--- src/rtl/ras_seq_pkg.sv ---
package ras_seq_pkg;
  typedef enum logic [1:0] {BK_IDLE, BK_ACC, BK_REF, BK_PRE} bank_st_e;
endpackage

--- src/rtl/ras_bank.sv ---
module ras_bank
  import ras_seq_pkg::*;
#(
  parameter int CFG_W = 2
) (
  input  logic             clk_i,
  input  logic             rst_ni,
  input  logic             go_i,
  input  logic             acc_i,
  input  logic             ext_i,
  input  logic [CFG_W-1:0] low_cfg_i,
  input  logic [CFG_W-1:0] pre_cfg_i,
  output logic             ras_n_o,
  output logic             ready_o,
  output logic             done_o,
  output logic             in_ref_o
);
  localparam int RUN_W = CFG_W + 1;

  bank_st_e         state_q, state_d;
  logic [CFG_W-1:0] cnt_q, cnt_d;
  logic             fin;

  assign ready_o  = (state_q == BK_IDLE) || (state_q == BK_PRE && cnt_q == '0);
  assign ras_n_o  = !(state_q == BK_ACC || state_q == BK_REF);
  assign in_ref_o = (state_q == BK_REF);

  always_comb begin
    state_d = state_q;
    cnt_d   = cnt_q;
    fin     = 1'b0;
    if (ready_o) begin
      if (go_i) begin
        state_d = BK_REF;
        cnt_d   = low_cfg_i;
      end else if (acc_i) begin
        state_d = BK_ACC;
      end else begin
        state_d = BK_IDLE;
      end
    end else begin
      case (state_q)
        BK_ACC: if (!acc_i) begin
          state_d = BK_PRE;
          cnt_d   = pre_cfg_i;
        end
        BK_REF: begin
          if (cnt_q != '0) cnt_d = cnt_q - 1'b1;
          else if (!ext_i) begin
            state_d = BK_PRE;
            cnt_d   = pre_cfg_i;
            fin     = 1'b1;
          end
        end
        BK_PRE:  cnt_d = cnt_q - 1'b1;
        default: state_d = BK_IDLE;
      endcase
    end
  end

  always_ff @(posedge clk_i or negedge rst_ni) begin
    if (!rst_ni) begin
      state_q <= BK_IDLE;
      cnt_q   <= '0;
      done_o  <= 1'b0;
    end else begin
      state_q <= state_d;
      cnt_q   <= cnt_d;
      done_o  <= fin;
    end
  end

  // run-length monitors for the timing checks
  logic [RUN_W-1:0] lo_run_q, hi_run_q;
  logic [CFG_W-1:0] low_q, pre_q;

  always_ff @(posedge clk_i or negedge rst_ni) begin
    if (!rst_ni) begin
      lo_run_q <= '0;
      hi_run_q <= '1;
      low_q    <= '0;
      pre_q    <= '0;
    end else begin
      lo_run_q <= ras_n_o ? '0 : ((lo_run_q == '1) ? lo_run_q : lo_run_q + 1'b1);
      hi_run_q <= !ras_n_o ? '0 : ((hi_run_q == '1) ? hi_run_q : hi_run_q + 1'b1);
      if (state_d == BK_REF && state_q != BK_REF) low_q <= low_cfg_i;
      if (state_d == BK_PRE && state_q != BK_PRE) pre_q <= pre_cfg_i;
    end
  end

  assert_ref_low_min_R3: assert property (@(posedge clk_i) disable iff (!rst_ni)
    ($rose(ras_n_o) && $past(in_ref_o)) |-> (lo_run_q >= RUN_W'(low_q) + RUN_W'(1)));

  assert_precharge_min_R5: assert property (@(posedge clk_i) disable iff (!rst_ni)
    $fell(ras_n_o) |-> (hi_run_q >= RUN_W'(pre_q) + RUN_W'(1)));
endmodule

--- src/rtl/ras_ref_launch.sv ---
module ras_ref_launch #(
  parameter int NUM_BANKS = 4
) (
  input  logic                 clk_i,
  input  logic                 rst_ni,
  input  logic                 start_i,
  input  logic                 stagger_i,
  input  logic                 all_ready_i,
  input  logic                 access_i,
  output logic [NUM_BANKS-1:0] go_o,
  output logic [NUM_BANKS-1:0] pend_o,
  output logic                 stag_o
);
  logic accept;
  assign accept = start_i && all_ready_i && !access_i && (pend_o == '0);

  always_ff @(posedge clk_i or negedge rst_ni) begin
    if (!rst_ni) begin
      go_o   <= '0;
      pend_o <= '0;
      stag_o <= 1'b0;
    end else if (accept) begin
      go_o   <= stagger_i ? NUM_BANKS'(1) : '1;
      pend_o <= '1;
      stag_o <= stagger_i;
    end else begin
      go_o   <= stag_o ? (go_o << 1) : '0;
      pend_o <= pend_o & ~go_o;
    end
  end
endmodule

--- src/rtl/ras_ref_addr.sv ---
module ras_ref_addr #(
  parameter int ADDR_W  = 24,
  parameter int SPLIT_W = 13
) (
  input  logic              clk_i,
  input  logic              rst_ni,
  input  logic              inc_i,
  input  logic              test_i,
  output logic [ADDR_W-1:0] addr_o
);
  logic [ADDR_W-1:0] addr_d;

  generate
    if (SPLIT_W > 0 && SPLIT_W < ADDR_W) begin : g_split
      always_comb begin
        if (test_i)
          addr_d = {addr_o[ADDR_W-1:SPLIT_W] + 1'b1, addr_o[SPLIT_W-1:0] + 1'b1};
        else
          addr_d = addr_o + 1'b1;
      end
    end else begin : g_flat
      assign addr_d = addr_o + 1'b1;
    end
  endgenerate

  always_ff @(posedge clk_i or negedge rst_ni) begin
    if (!rst_ni)    addr_o <= '0;
    else if (inc_i) addr_o <= addr_d;
  end
endmodule

--- src/rtl/ras_refresh_seq.sv ---
module ras_refresh_seq #(
  parameter int NUM_BANKS  = 4,
  parameter int CFG_W      = 2,
  parameter int ADDR_W     = 24,
  parameter int SPLIT_W    = 13,
  localparam int SEL_W     = (NUM_BANKS > 1) ? $clog2(NUM_BANKS) : 1
) (
  input  logic                 clk_i,
  input  logic                 rst_ni,
  input  logic                 refresh_start_i,
  input  logic                 stagger_i,
  input  logic                 extend_i,
  input  logic                 test_mode_i,
  input  logic [CFG_W-1:0]     low_cfg_i,
  input  logic [CFG_W-1:0]     pre_cfg_i,
  input  logic                 access_req_i,
  input  logic [SEL_W-1:0]     access_bank_i,
  output logic [NUM_BANKS-1:0] ras_n_o,
  output logic [NUM_BANKS-1:0] pre_done_o,
  output logic [NUM_BANKS-1:0] ref_done_o,
  output logic [ADDR_W-1:0]    ref_addr_o
);
  logic [NUM_BANKS-1:0] go, pend, in_ref;
  logic                 stag_q, ext_en;

  assign ext_en = extend_i && !stag_q;  // stretch only when all banks refresh together

  ras_ref_launch #(.NUM_BANKS(NUM_BANKS)) u_launch (
    .clk_i       (clk_i),
    .rst_ni      (rst_ni),
    .start_i     (refresh_start_i),
    .stagger_i   (stagger_i),
    .all_ready_i (&pre_done_o),
    .access_i    (access_req_i),
    .go_o        (go),
    .pend_o      (pend),
    .stag_o      (stag_q)
  );

  generate
    for (genvar b = 0; b < NUM_BANKS; b++) begin : g_bank
      logic acc;
      assign acc = access_req_i && (access_bank_i == SEL_W'(b)) && !pend[b];

      ras_bank #(.CFG_W(CFG_W)) u_bank (
        .clk_i     (clk_i),
        .rst_ni    (rst_ni),
        .go_i      (go[b]),
        .acc_i     (acc),
        .ext_i     (ext_en),
        .low_cfg_i (low_cfg_i),
        .pre_cfg_i (pre_cfg_i),
        .ras_n_o   (ras_n_o[b]),
        .ready_o   (pre_done_o[b]),
        .done_o    (ref_done_o[b]),
        .in_ref_o  (in_ref[b])
      );

      if (b > 0) begin : g_order
        assert_stagger_chain_R2: assert property (@(posedge clk_i) disable iff (!rst_ni)
          (stag_q && $rose(in_ref[b])) |-> $past(in_ref[b-1]));
      end
    end
  endgenerate

  ras_ref_addr #(.ADDR_W(ADDR_W), .SPLIT_W(SPLIT_W)) u_addr (
    .clk_i  (clk_i),
    .rst_ni (rst_ni),
    .inc_i  (ref_done_o[NUM_BANKS-1]),
    .test_i (test_mode_i),
    .addr_o (ref_addr_o)
  );

  assert_all_together_R1: assert property (@(posedge clk_i) disable iff (!rst_ni)
    (!stag_q && $rose(in_ref[0])) |-> (&in_ref));

  assert_addr_after_done_R7: assert property (@(posedge clk_i) disable iff (!rst_ni)
    !$stable(ref_addr_o) |-> $past(ref_done_o[NUM_BANKS-1]));
endmodule

--- config.mk ---
export PLATFORM = sky130hd
export DESIGN_NAME = ras_refresh_seq
export DESIGN_NICKNAME = d
export VERILOG_FILES = /design/src/rtl/ras_seq_pkg.sv /design/src/rtl/ras_bank.sv /design/src/rtl/ras_ref_launch.sv /design/src/rtl/ras_ref_addr.sv /design/src/rtl/ras_refresh_seq.sv
export SDC_FILE = /design/constraint.sdc
export NUM_CORES = 1
export LEC_CHECK = 0
export ABC_AREA = 1
export BUFFER_PORTS_ARGS = -buffer_cell sky130_fd_sc_hd__buf_2
export CAP_MARGIN = 5
export CORE_UTILIZATION = 40
export CTS_CLUSTER_SIZE = 24
export DETAILED_ROUTE_END_ITERATION = 8
export PLACE_DENSITY_LB_ADDON = 0.08
export SYNTH_ARGS = -nofsm -noshare
export SYNTH_HDL_FRONTEND = slang
export SYNTH_SLANG_ARGS = --single-unit
--- constraint.sdc ---
create_clock -name clk_i -period 3.5 [get_ports clk_i]
set_input_delay 0.175 -clock clk_i [delete_from_list [all_inputs] [get_ports clk_i]]
set_output_delay 0.175 -clock clk_i [all_outputs]
set_load 0.01 [all_outputs]
== Word-level counts from Yosys, hierarchy flattened ==
Index checks and enable logic that the tools add are counted.

* Flip-flop bits (word level): 53
* Bits of input ports: 13
* Output and inout port bits: 36
* Logic and storage cells: 189

* Add/subtract/negate cells: 7
* Equality and inequality tests: 39
* Muxes and demuxes: 64
* Bitwise gates (word level): 2
* Reduce and logical (&&, ||, !) cells: 61

{| class="wikitable"
|+ Operators by type and width
! operator !! number
|-
| 2-bit 2-to-1 mux || 34
|-
| 2-bit case mux with 3 select lines || 8
|-
| 4-bit AND reduction || 9
|-
| 24-bit by 1-bit adder with 24-bit output (second input constant) || 1
|-
| 24-bit 2-to-1 mux || 1
|-
| 3-bit by 2-bit inequality test with 1-bit output (second input constant) || 7
|-
| 2-bit equality test (second input constant) || 10
|-
| 2-bit logical NOT || 9
|-
| 1-bit 2-to-1 mux || 17
|-
| 1-bit logical AND || 16
|-
| 4-bit 2-to-1 mux || 4
|-
| 4-bit nonzero test || 4
|-
| 3-bit inequality test (second input constant) || 5
|-
| 13-bit by 1-bit adder with 13-bit output (second input constant) || 1
|-
| 4-bit by 3-bit inequality test with 1-bit output (second input constant) || 3
|-
| 11-bit by 1-bit adder with 11-bit output (second input constant) || 1
|-
| 2-bit by 1-bit equality test with 1-bit output (second input constant) || 5
|-
| 1-bit logical NOT || 10
|-
| 1-bit logical OR || 8
|-
| 2-bit by 1-bit inequality test with 1-bit output (second input constant) || 4
|-
| 2-bit inequality test (second input constant) || 4
|-
| 2-bit nonzero test || 4
|-
| 2-bit by 1-bit subtractor with 2-bit output (second input constant) || 4
|-
| 4-bit AND || 1
|-
| other kinds (3) || 3
|}

== Logic depth before layout (Yosys ltp) ==
Gate-level depths: netlist of run 1.

* Depth after elaboration: 8
* Gate-level depth with buffers: 11
* Depth with buffers taken out: 10

== Hierarchy ==
From an unflattened synthesis of run 1, not the netlist that was laid out.

* Cells, all modules: 511
* Area total of the unflattened synthesis: 3751.1 um^2

{| class="wikitable"
|+ By module, submodules not included
! module !! instances !! cells an instance !! area an instance (um^2) !! seq. area each (um^2)
|-
| ras_bank || 4 || 76 || 500.5 || 125.1
|-
| ras_ref_addr || 1 || 146 || 1266.2 || 600.6
|-
| ras_ref_launch || 1 || 40 || 401.6 || 225.2
|-
| ras_refresh_seq || 1 || 21 || 81.3 || 0.0
|}

== Worst setup path before layout of run 1 ==
No wires, ideal clock.

* Path type: register to register
* From: reg g_bank[0].u_bank.cnt_q[0]
* To: reg g_bank[0].u_bank.cnt_q[0]
* Library setup time: 117 ps
* Data arrival time: 1338 ps
* Required time: 3383 ps
* Slack: 2045 ps
* Stages on the path, launching flop included: 10
* Buffers on the path: 1
* Clock period less this slack: 1455 ps
* Cell sequence: dfrtp_1 -> inv_1 -> ha_1 -> a21oi_2 -> inv_2 -> buf_4 -> a21oi_1 -> nand3_1 -> nand3_1 -> nand2_1

* Word-level cells in the longest chain between the ends: 5
* Elaborated cells on any way between the ends: 13
* Classes of those cells: 1 x add/sub; 3 x eq/ne; 3 x mux; 6 x reduce/logical

{| class="wikitable"
|+ Ends and longest elaborated chain
! what !! RTL line !! text
|-
| start, declared || ras_bank.sv:21 || <nowiki>logic [CFG_W-1:0] cnt_q, cnt_d;</nowiki>
|-
| start signal, assigned || ras_bank.sv:68 || <nowiki>cnt_q <= cnt_d;</nowiki>
|-
| 2-bit logical NOT (*) || ras_bank.sv:24 || <nowiki>assign ready_o = (state_q == BK_IDLE) || (state_q == BK_PRE && cnt_q == '0);</nowiki>
|-
| 1-bit logical AND (*) || ras_bank.sv:24 ||
|-
| 1-bit logical OR (*) || ras_bank.sv:24 ||
|-
| named net g_bank[0].u_bank.ready_o || ras_bank.sv:14 || <nowiki>output logic ready_o,</nowiki>
|-
| 4-bit inequality test (no source line) (tied with other cells) || n/a ||
|-
| 4-bit AND reduction (no source line) || n/a ||
|}

The timed path passes the listed nets; every way through them passes the cells marked *.
A chain may end at the register's enable or synchronous reset.

== Worst setup path after layout of run 1 ==
* From: reg g_bank[1].u_bank.cnt_q[0]
* To: out pre_done_o[1]

* Word-level cells in the longest chain between the ends: 3

{| class="wikitable"
|+ Ends and longest elaborated chain
! what !! RTL line !! text
|-
| start, declared || ras_bank.sv:21 ||
|-
| start signal, assigned || ras_bank.sv:68 ||
|-
| 2-bit logical NOT || ras_bank.sv:24 ||
|-
| 1-bit logical AND || ras_bank.sv:24 ||
|-
| 1-bit logical OR || ras_bank.sv:24 ||
|-
| end, declared || ras_refresh_seq.sv:19 || <nowiki>output logic [NUM_BANKS-1:0] pre_done_o,</nowiki>
|}

No other way between the ends.

==> results of run 1 <==
[flip-flops by register name (all words and copies together), names as in the netlist]
register and cells:
u_addr.addr_o 24, g_bank.u_bank.state_q 8, g_bank.u_bank.done_o 4, u_launch.go_o 4
g_bank.u_bank.cnt_q 8, u_launch.pend_o 4, u_launch.stag_o 1
[cell families (layout without fill, tap and decap cells)]
family                     count (synthesis)  count (layout)
DFF                                       53              53
and+or+nand+nor                          233             233
adders and majority gates                 26              26
xor gates and xnor gates                  12              12
buffers and inverters                    106             147
AOI/OAI and AO/OA                         48              48
[how the worst max path moves through the flow]
stage	start	end	slack (ns)	cells after the start
finish	g_bank[1].u_bank.cnt_q[0]	pre_done_o[1]	1.64	5
global route	g_bank[1].u_bank.cnt_q[0]	u_launch.stag_o	1.50	9
CTS	g_bank[1].u_bank.cnt_q[0]	pre_done_o[1]	1.64	5
detailed placement	g_bank[1].u_bank.cnt_q[0]	u_launch.stag_o	1.70	9
global placement	g_bank[1].u_bank.cnt_q[0]	u_launch.stag_o	1.69	9
floorplan	g_bank[0].u_bank.cnt_q[0]	g_bank[0].u_bank.cnt_q[0]	2.05	9
[metal layers]
metal | vias to the layer above | track usage [%]
met4 | 0 | 5.05
met3 | 8 | 3.03
li1 | 1578 | -
met1 | 1336 | 21.7
met5 | - | 0
met2 | 47 | 30.7
[per-stage QoR]
step | setup slack [ns] | std cells | instance area [sq um]
4_1_cts | 1.64 | 627 | 3940
6_report | 1.64 | 627 | 3940
2_1_floorplan | 2.05 | 478 | 3580
5_1_grt | 1.50 | 627 | 3940
3_5_place_dp | 1.70 | 618 | 3840
3_3_place_gp | 1.69 | 618 | 3840
[power by group through the flow]
stage,logic (mW),registers [mW],clock network (mW)
2_1_floorplan,0.177,0.745,0
6_report,0.284,0.728,0.355
4_1_cts,0.289,0.730,0.374
3_5_place_dp,0.286,0.743,0
3_3_place_gp,0.285,0.742,0
5_1_grt,0.328,0.741,0.399
[cell usage in the layout (no fill, tap or decap), types with 3 or more instances in the layout]
cell type and instances:
buf_2 48, dfrtp_1 53, xnor2_1 3, inv_1 82, nand4_1 9, nor4_1 4
nand2_2 6, nand3_1 50, clkbuf_8 5, inv_2 5, ha_1 26, nor3_1 7
a21oi_1 16, o21ai_1 9, nand2_1 116, nor2_1 29, o21ai_0 12, xor2_1 9
[area by class of cell]
type | instances | area share (%)
clock buffers | 5 | 1.75
clock inverters | 3 | 0.445
inverters | 89 | 8.80
multi-input cells | 319 | 45.3
flip-flops and latches | 53 | 33.7
well taps | 108 | 3.43
repair buffers | 50 | 6.55
[critical path, stage by stage (launching register included)]
cell and delay, ns:
dfrtp_1 0.40, inv_1 0.10, ha_1 0.29, a21oi_2 0.11
inv_1 0.27, buf_2 0.20
[what timing repair did]
item / in CTS / in global routing
hold buffers: 1 / 0
hold endpoints to repair: 28 / 0
resized for setup: 0 / 0
==> reports/results.tsv, run 1 <==
stage	metric	value	unit
logic_synthesis	synth_xor_area_share	2.93	%
power	comb_power_share	20.8	%
clock_network	h-tree-depth	2	
clock_network	numCtsBuffers	5	
sta	holdWs	0.133	ns
detailed_routing	wirelength	7610	um
global_routing	grt_overflow	0	
power	fin_total_pwr	1.37	mW
detailed_routing	met3_length	272	um
sta	slew_headroom	38.4	%
finish	area_growth	9.84	%
critical_path	critPathLaunchType	flop	
detailed_routing	m1WireLength	3590	um
detailed_routing	ant_nets	0	
critical_path	timing.rr.end	u_launch.stag_o	
sta	worst_slew_pin_slew	0.920	ns
logic_synthesis	synth_nets	517	
finish	nNetsFinal	557	
power	p_switching	0.453	mW
critical_path	ff2ff_setup_slack	1.66	ns
sta	rsz0062_at_grt	false	
power	p_leak	2.08	nW
logic_synthesis	synth_flop_cell	dfrtp_1	
sta	max_freq	539	MHz
floorplan	dieWidth	96.7	um
detailed_routing	maxUsedRoutingLayer	met4	
floorplan	die-area	0.00934	sq mm
critical_path	reg2reg_depth	9	
placed_design	dp_hpwl	5920	um
finish	antenna_cells	0	
worst_hold_path	hold_depth	4	
clock_network	clock-sinks	53	
detailed_routing	met2_wirelength	3640	um
power	intPower	0.914	mW
global_routing	grt_pass1_vias	2922	
floorplan	core_area	0.00868	sq mm
power	p_seq_share	53.3	%
worst_hold_path	min-delay-start	stagger_i	
worst_hold_path	hold_path_end	u_launch.go_o[2]	
floorplan	rows	34	
detailed_routing	viasPerCell	4.74	
finish	fin_util	45.4	%
logic_synthesis	synth_top_family_by_area	simple AND/OR/NAND/NOR gates	
logic_synthesis	ys_seq_elements	53	
logic_synthesis	async_flop_share	100	%
clock_network	clk_pin_slew	0.10	ns
logic_synthesis	yosysSeqAreaShare	37.0	%
finish	seqCellArea	0.00133	sq mm
detailed_routing	wl_per_cell	12.1	um
logic_synthesis	synth-simple-area-share	29.8	%
logic_synthesis	synthCells	478	
sta	hold_violations	0	
detailed_routing	drtPass1Iterations	6	
critical_path	crit_type	reg2out	
power	power_density	347	mW/mm^2
global_routing	global_route.usage.total	17.4	%
logic_synthesis	yosys_warnings	0	
critical_path	endpoint_kind	output pin	
clock_network	insertion_delay	0.31	ns
outcome	violations	design-rule violations	
logic_synthesis	synthAdderAreaFrac	9.08	%
logic_synthesis	syn_area	0.00358	sq mm
critical_path	rr_startpoint	g_bank[1].u_bank.cnt_q[0]	
logic_synthesis	synth_compound_area_share	7.96	%
power	clockPowerShare	26.0	%
sta	slew_violations	0	
logic_synthesis	netlist_top_cells_area	dfrtp_1 (37%), nand2_1 (12%), ha_1 (9.1%)	
critical_path	cp_max_fo	11	
global_routing	grt_pass1_wl	13400	um
sta	fin_crit_sh	53.0	%
global_routing	antenna_found_initial	0	
logic_synthesis	ys_types	35	
critical_path	critPathRequiredTime	3.32	ns
logic_synthesis	syn_area_per_cell	7.50	sq um
logic_synthesis	synth_top_cell_by_area	dfrtp_1	
detailed_routing	vias	2969	
logic_synthesis	synth_commonest_cells	nand2_1 (116), inv_1 (82), dfrtp_1 (53), nand3_1 (50), nor2_1 (29)	
logic_synthesis	synth_largest_type_area_fraction	37.0	%
critical_path	arrival	1.68	ns
detailed_routing	drcViolationCount	1	
placed_design	portBuffers	48	
floorplan	ios	49	
floorplan	fp.dieH	96.7	um
sta	setup_violations	0	
floorplan	start_util	41.3	%
power	peakVddDrop	0.128	mV
flow_run	maxCapViolations	0	
detailed_routing	drt_iter0_drc	96	
sta	fin_crit	1.86	ns
placed_design	gp_congestion	0.799	
finish	fill_cells	923	
outcome	outcome	finished with violations	
logic_synthesis	synth_edf_count	0	
global_routing	grt_max_degree	30	
power	switching_share	33.2	%
finish	multi_input_area	0.00179	sq mm
finish	drive_gt1_share	15.6	%
clock_network	cts_root_buf	clkbuf_8	
sta	tns	0	ns
clock_network	cts.path.max_buffers	2	
sta	finClkSkew	0.0105	ns
logic_synthesis	synth_most_common_cell	nand2_1	
clock_network	cts_setup_buffers	0	
logic_synthesis	synth_mux_area_share	0	%
clock_network	cts_tree	done	
worst_hold_path	min_path_type	in2reg	
No activity file was read; power rests on OpenSTA's default activity.
==> run 2: changes to the inputs <==
==> constraint.sdc (replaced) <==
create_clock -name clk_i -period 1.89 [get_ports clk_i]
set_input_delay 0.0945 -clock clk_i [delete_from_list [all_inputs] [get_ports clk_i]]
set_output_delay 0.0945 -clock clk_i [all_outputs]
set_load 0.01 [all_outputs]
==> reports/results.tsv, run 2 (synthesis results as in run 1) <==
stage	metric	value	unit
outcome	outcome	finished with violations	
outcome	violations	design-rule violations	
detailed_routing	wirelength	7510	um
finish	antenna_cells	0	
detailed_routing	drt_iter0_drc	101	
sta	slew_violations	0	
clock_network	clock-sinks	53	
finish	instances_no_fill	631	
finish	drive_gt1_share	16.1	%
sta	finClkSkew	0.0102	ns
floorplan	dieWidth	96.7	um
power	power_density	673	mW/mm^2
sta	slew_headroom	67.7	%
global_routing	antenna_found_initial	0	
finish	final_common_cell	nand2_1	
clock_network	cts.path.max_buffers	2	
sta	setup_violations	0	
floorplan	core_area	0.00868	sq mm
flow_run	maxCapViolations	0	
critical_path	critPathLaunchType	flop	
clock_network	hold_buffers	1	
critical_path	endpoint_kind	output pin	
finish	top_register	u_addr.addr_o	
global_routing	grt_overflow	0	
detailed_routing	ant_nets	0	
finish	fin_util	46.2	%
placed_design	gp_congestion	0.809	
sta	rsz0062_at_grt	false	
clock_network	post_cts_resized	0	
critical_path	cp_max_fo	6	
finish	nNetsFinal	561	
sta	max_freq	573	MHz
sta	fin_crit_sh	92.4	%
sta	fin_ws	0.144	ns
finish	area_growth	11.9	%
power	peakVddDrop	0.315	mV
critical_path	arrival	1.65	ns
worst_hold_path	min_path_type	in2reg	
sta	worst_slew_pin_slew	0.480	ns
placed_design	post-place-ws	0.209	ns
placed_design	dp_hpwl	5700	um
detailed_routing	drtPass1Iterations	7	
floorplan	rows	34	
clock_network	h-tree-depth	2	
global_routing	global_route.usage.total	17.4	%
clock_network	cts_root_buf	clkbuf_8	
global_routing	grt_pass1_vias	2952	
detailed_routing	wl_per_cell	11.9	um
floorplan	fp.dieH	96.7	um
finish	layout_common_cells	nand2_1 (116), inv_1 (82), dfrtp_1 (53)	
power	p_leak	2.11	nW
floorplan	die-area	0.00934	sq mm
critical_path	critPathRequiredTime	1.80	ns
finish	largest_reg_flops	24	
critical_path	crit_type	reg2out	
global_routing	grt_max_degree	54	
sta	hold_violations	0	
detailed_routing	drcViolationCount	1	
clock_network	insertion_delay	0.31	ns
detailed_routing	vias	3018	
global_routing	grt_pass1_wl	13500	um
clock_network	clk_pin_slew	0.10	ns
clock_network	numCtsBuffers	5	
floorplan	start_util	41.3	%
finish	largest_registers	u_addr.addr_o (24), g_bank.u_bank.cnt_q (8), g_bank.u_bank.state_q (8)	
floorplan	ios	49	
placed_design	dp.cells	622	
power	fin_total_pwr	2.70	mW
sta	tns	0	ns
detailed_routing	viasPerCell	4.78	
sta	fin_crit	1.75	ns
clock_network	cts_setup_buffers	0	
clock_network	cts_tree	done	
placed_design	portBuffers	48	
## run 2: changes by cell type in the layout (fill, tap and decap cells not counted)
| cell | previous run | this run |
|---|---|---|
| buf_12 | 0 | 1 |
| buf_4 | 1 | 4 |
| bufinv_16 | 0 | 1 |
| clkbuf_1 | 0 | 1 |
| clkbuf_8 | 5 | 6 |
| clkinv_2 | 2 | 0 |
| clkinvlp_4 | 1 | 0 |
## run 2: where the power goes
group / total (mW) / switching (mW) / leakage [nW] / internal [mW]
combinational: 0.531 / 0.333 / 1.38 / 0.198
clock: 0.819 / 0.386 / 0.0585 / 0.433
sequential: 1.35 / 0.111 / 0.679 / 1.24
## run 2: per-layer routing
layer / global-route usage (%) / routed length (um) / vias to the layer above
li1: - / - / 1588
met1: 22.1 / 3550 / 1359
met2: 29.8 / 3530 / 64
met3: 3.03 / 319 / 7
met4: 5.28 / 106 / 0
met5: 0 / 0 / -
## run 2: critical path, cell delays in order (launching register included)
cell	delay, ns
dfrtp_1	0.44
ha_1	0.26
a21oi_2	0.19
inv_1	0.14
buf_4	0.18
buf_2	0.14
## run 2: path summary, 6_finish.rpt
| kind | start | to | slack (ns) | depth (start not counted) |
|---|---|---|---|---|
| setup / recovery | g_bank[1].u_bank.state_q[1] | pre_done_o[1] | 0.14 | 5 |
| hold / removal | stagger_i | u_launch.go_o[3] | 0.06 | 4 |
| max in group asynchronous | rst_ni | g_bank[3].u_bank.cnt_q[0] | 1.33 | 3 |
| hold reg to reg | g_bank[1].u_bank.cnt_q[0] | g_bank[1].u_bank.cnt_q[0] | 0.49 | 2 |
| min in group asynchronous | rst_ni | g_bank[1].u_bank.state_q[0] | 0.31 | 3 |
| setup reg to reg | g_bank[0].u_bank.cnt_q[0] | u_launch.stag_o | 0.19 | 9 |
## run 2: area by class of cell
cell class              instances  area (sq um)
repair buffers                 54           300
inverters                      89           347
clock buffers                   7          86.3
well taps                     108           135
flip-flops and latches         53          1330
fillers                       893          4670
clock inverters                 1          30.0
multi-input cells             319          1790
## run 2: stage by stage
step	instance area, sq um	hold slack [ns]
2_1_floorplan	3580	-0.201
3_3_place_gp	3880	0.119
3_5_place_dp	3880	0.117
4_1_cts	4010	0.0507
5_1_grt	4010	0.0494
6_report	4010	0.0587
==> run 3: changes to the inputs <==
--- a/config.mk
+++ b/config.mk
@@ -12,6 +12,7 @@
 export CTS_CLUSTER_SIZE = 24
 export DETAILED_ROUTE_END_ITERATION = 8
 export PLACE_DENSITY_LB_ADDON = 0.08
+export SETUP_SLACK_MARGIN = 0.3
 export SYNTH_ARGS = -nofsm -noshare
 export SYNTH_HDL_FRONTEND = slang
 export SYNTH_SLANG_ARGS = --single-unit
==> reports/results.tsv, run 3 (synthesis results as in run 1) <==
stage	metric	value	unit
sta	slew_headroom	67.2	%
detailed_routing	wl_per_cell	12.5	um
finish	top_register	u_addr.addr_o	
finish	area_growth	21.0	%
sta	fin_crit	1.55	ns
placed_design	portBuffers	48	
finish	final_common_cell	nand2_1	
finish	fill_cells	869	
finish	antenna_cells	0	
clock_network	clk_pin_slew	0.10	ns
floorplan	ios	49	
detailed_routing	ant_nets	0	
power	p_switching	0.867	mW
clock_network	cts_tree	done	
global_routing	grt_overflow	0	
floorplan	rows	34	
power	switching_share	30.9	%
finish	seqCellArea	0.00133	sq mm
critical_path	reg2reg_depth	9	
power	comb_power_share	22.5	%
critical_path	endpoint_kind	output pin	
critical_path	cp_max_fo	7	
worst_hold_path	min_path_type	in2reg	
clock_network	h-tree-depth	2	
clock_network	insertion_delay	0.31	ns
detailed_routing	vias	3161	
critical_path	critPathLaunchType	flop	
worst_hold_path	hold_depth	4	
floorplan	core_area	0.00868	sq mm
global_routing	global_route.usage.total	17.6	%
global_routing	grt_use_met2	30.9	%
critical_path	critPathRequiredTime	1.80	ns
sta	fin_crit_sh	82.0	%
power	p_leak	2.23	nW
clock_network	numCtsBuffers	5	
sta	hold_violations	0	
finish	largest_reg_flops	24	
clock_network	cts.path.max_buffers	2	
floorplan	fp.dieH	96.7	um
detailed_routing	drt_iter0_drc	125	
power	clockPowerShare	29.5	%
sta	tns	0	ns
sta	holdWs	0.0549	ns
power	p_seq_share	48.0	%
detailed_routing	viasPerCell	4.85	
global_routing	grt_pass1_vias	3036	
finish	drive_gt1_share	25.9	%
detailed_routing	wirelength	8170	um
floorplan	start_util	41.3	%
finish	nNetsFinal	582	
global_routing	antenna_found_initial	0	
finish	layout_common_cells	nand2_1 (115), inv_1 (72), dfrtp_1 (49)	
detailed_routing	drcViolationCount	1	
power	peakVddDrop	0.318	mV
outcome	outcome	finished with violations	
global_routing	gr-usage-met1	22.1	%
floorplan	dieWidth	96.7	um
global_routing	grtUsageMet3	3.03	%
sta	worst_slew_pin_slew	0.488	ns
power	intPower	1.94	mW
sta	rsz0062_at_grt	true	
power	power_density	647	mW/mm^2
global_routing	grt_max_degree	54	
outcome	violations	design-rule violations	
sta	finClkSkew	0.0122	ns
placed_design	dp_hpwl	5700	um
clock_network	clock-sinks	53	
global_routing	grt_pass1_wl	13700	um
global_routing	grt.busiest_layer	met2	
finish	largest_registers	u_addr.addr_o (24), g_bank.u_bank.cnt_q (8), g_bank.u_bank.state_q (8)	
sta	max_freq	645	MHz
finish	multi_input_area	0.00194	sq mm
floorplan	die-area	0.00934	sq mm
sta	slew_violations	0	
clock_network	cts_root_buf	clkbuf_8	
critical_path	crit_type	reg2out	
sta	setup_violations	0	
placed_design	gp_congestion	0.809	
critical_path	arrival	1.46	ns
detailed_routing	drtPass1Iterations	7	
flow_run	maxCapViolations	0	
run 3: changes by cell type in the layout (fill, tap and decap cells not counted), sizes merged:
cell	before	now
buf	53	74
run 3: final timing paths:
kind / slack, ns / startpoint / endpoint
worst min register to register: 0.49 / u_addr.addr_o[11] / u_addr.addr_o[11]
worst max register to register: 0.36 / g_bank[0].u_bank.state_q[1] / g_bank[0].u_bank.cnt_q[1]
worst min-delay path: 0.05 / stagger_i / u_launch.go_o[3]
worst max-delay path: 0.34 / g_bank[3].u_bank.state_q[1] / pre_done_o[3]
max in group asynchronous: 1.32 / rst_ni / g_bank[1].u_bank.state_q[1]
min in group asynchronous: 0.31 / rst_ni / u_addr.addr_o[6]
run 3: routing by layer:
layer  share of wire [%]  vias to the layer above
met5                   0                        -
met4                 1.3                        0
met3                 4.3                        7
met2                  49                       67
met1                  46                     1455
li1                    -                     1632
run 3: cell type report:
type,count,area share (%)
multi-input combinational,319,44.6
clock buffer,7,1.99
tap,108,3.11
timing repair buffer,75,10.9
sequential,53,30.7
clock inverter,1,0.692
inverter,89,7.99
run 3: metrics by stage:
step | power, mW | std cells | setup slack [ns] | utilization (%) | instance area (sq um)
global route | 3.00 | 652 | 0.194 | 50.0 | 4340
detailed placement | 1.91 | 622 | 0.209 | 44.8 | 3880
finish | 2.81 | 652 | 0.340 | 50.0 | 4340
CTS | 2.75 | 639 | 0.275 | 47.1 | 4090
global placement | 1.90 | 622 | 0.249 | 44.8 | 3880
floorplan | 1.71 | 478 | 0.435 | - | 3580
run 3: critical path, stage by stage (launching register included):
cell and delay, ns:
dfrtp_2 0.46, ha_4 0.20, a21oi_4 0.28, inv_8 0.07, buf_6 0.13
run 3: timing repair:
item | 4_1_cts | 5_1_grt
cloned | 0 | 0
pin swaps | 2 | 11
resized for setup | 9 | 39
endpoints found under the hold margin | 53 | 0
buffers inserted | 8 | 13
endpoints found under the setup margin | 19 | 31
hold buffers | 1 | 0
run 3: power by group through the flow:
stage	logic, mW	clock network, mW	registers [mW]
2_1_floorplan	0.328	0	1.38
3_3_place_gp	0.530	0	1.37
3_5_place_dp	0.534	0	1.37
4_1_cts	0.544	0.852	1.35
5_1_grt	0.721	0.909	1.37
6_report	0.632	0.828	1.35
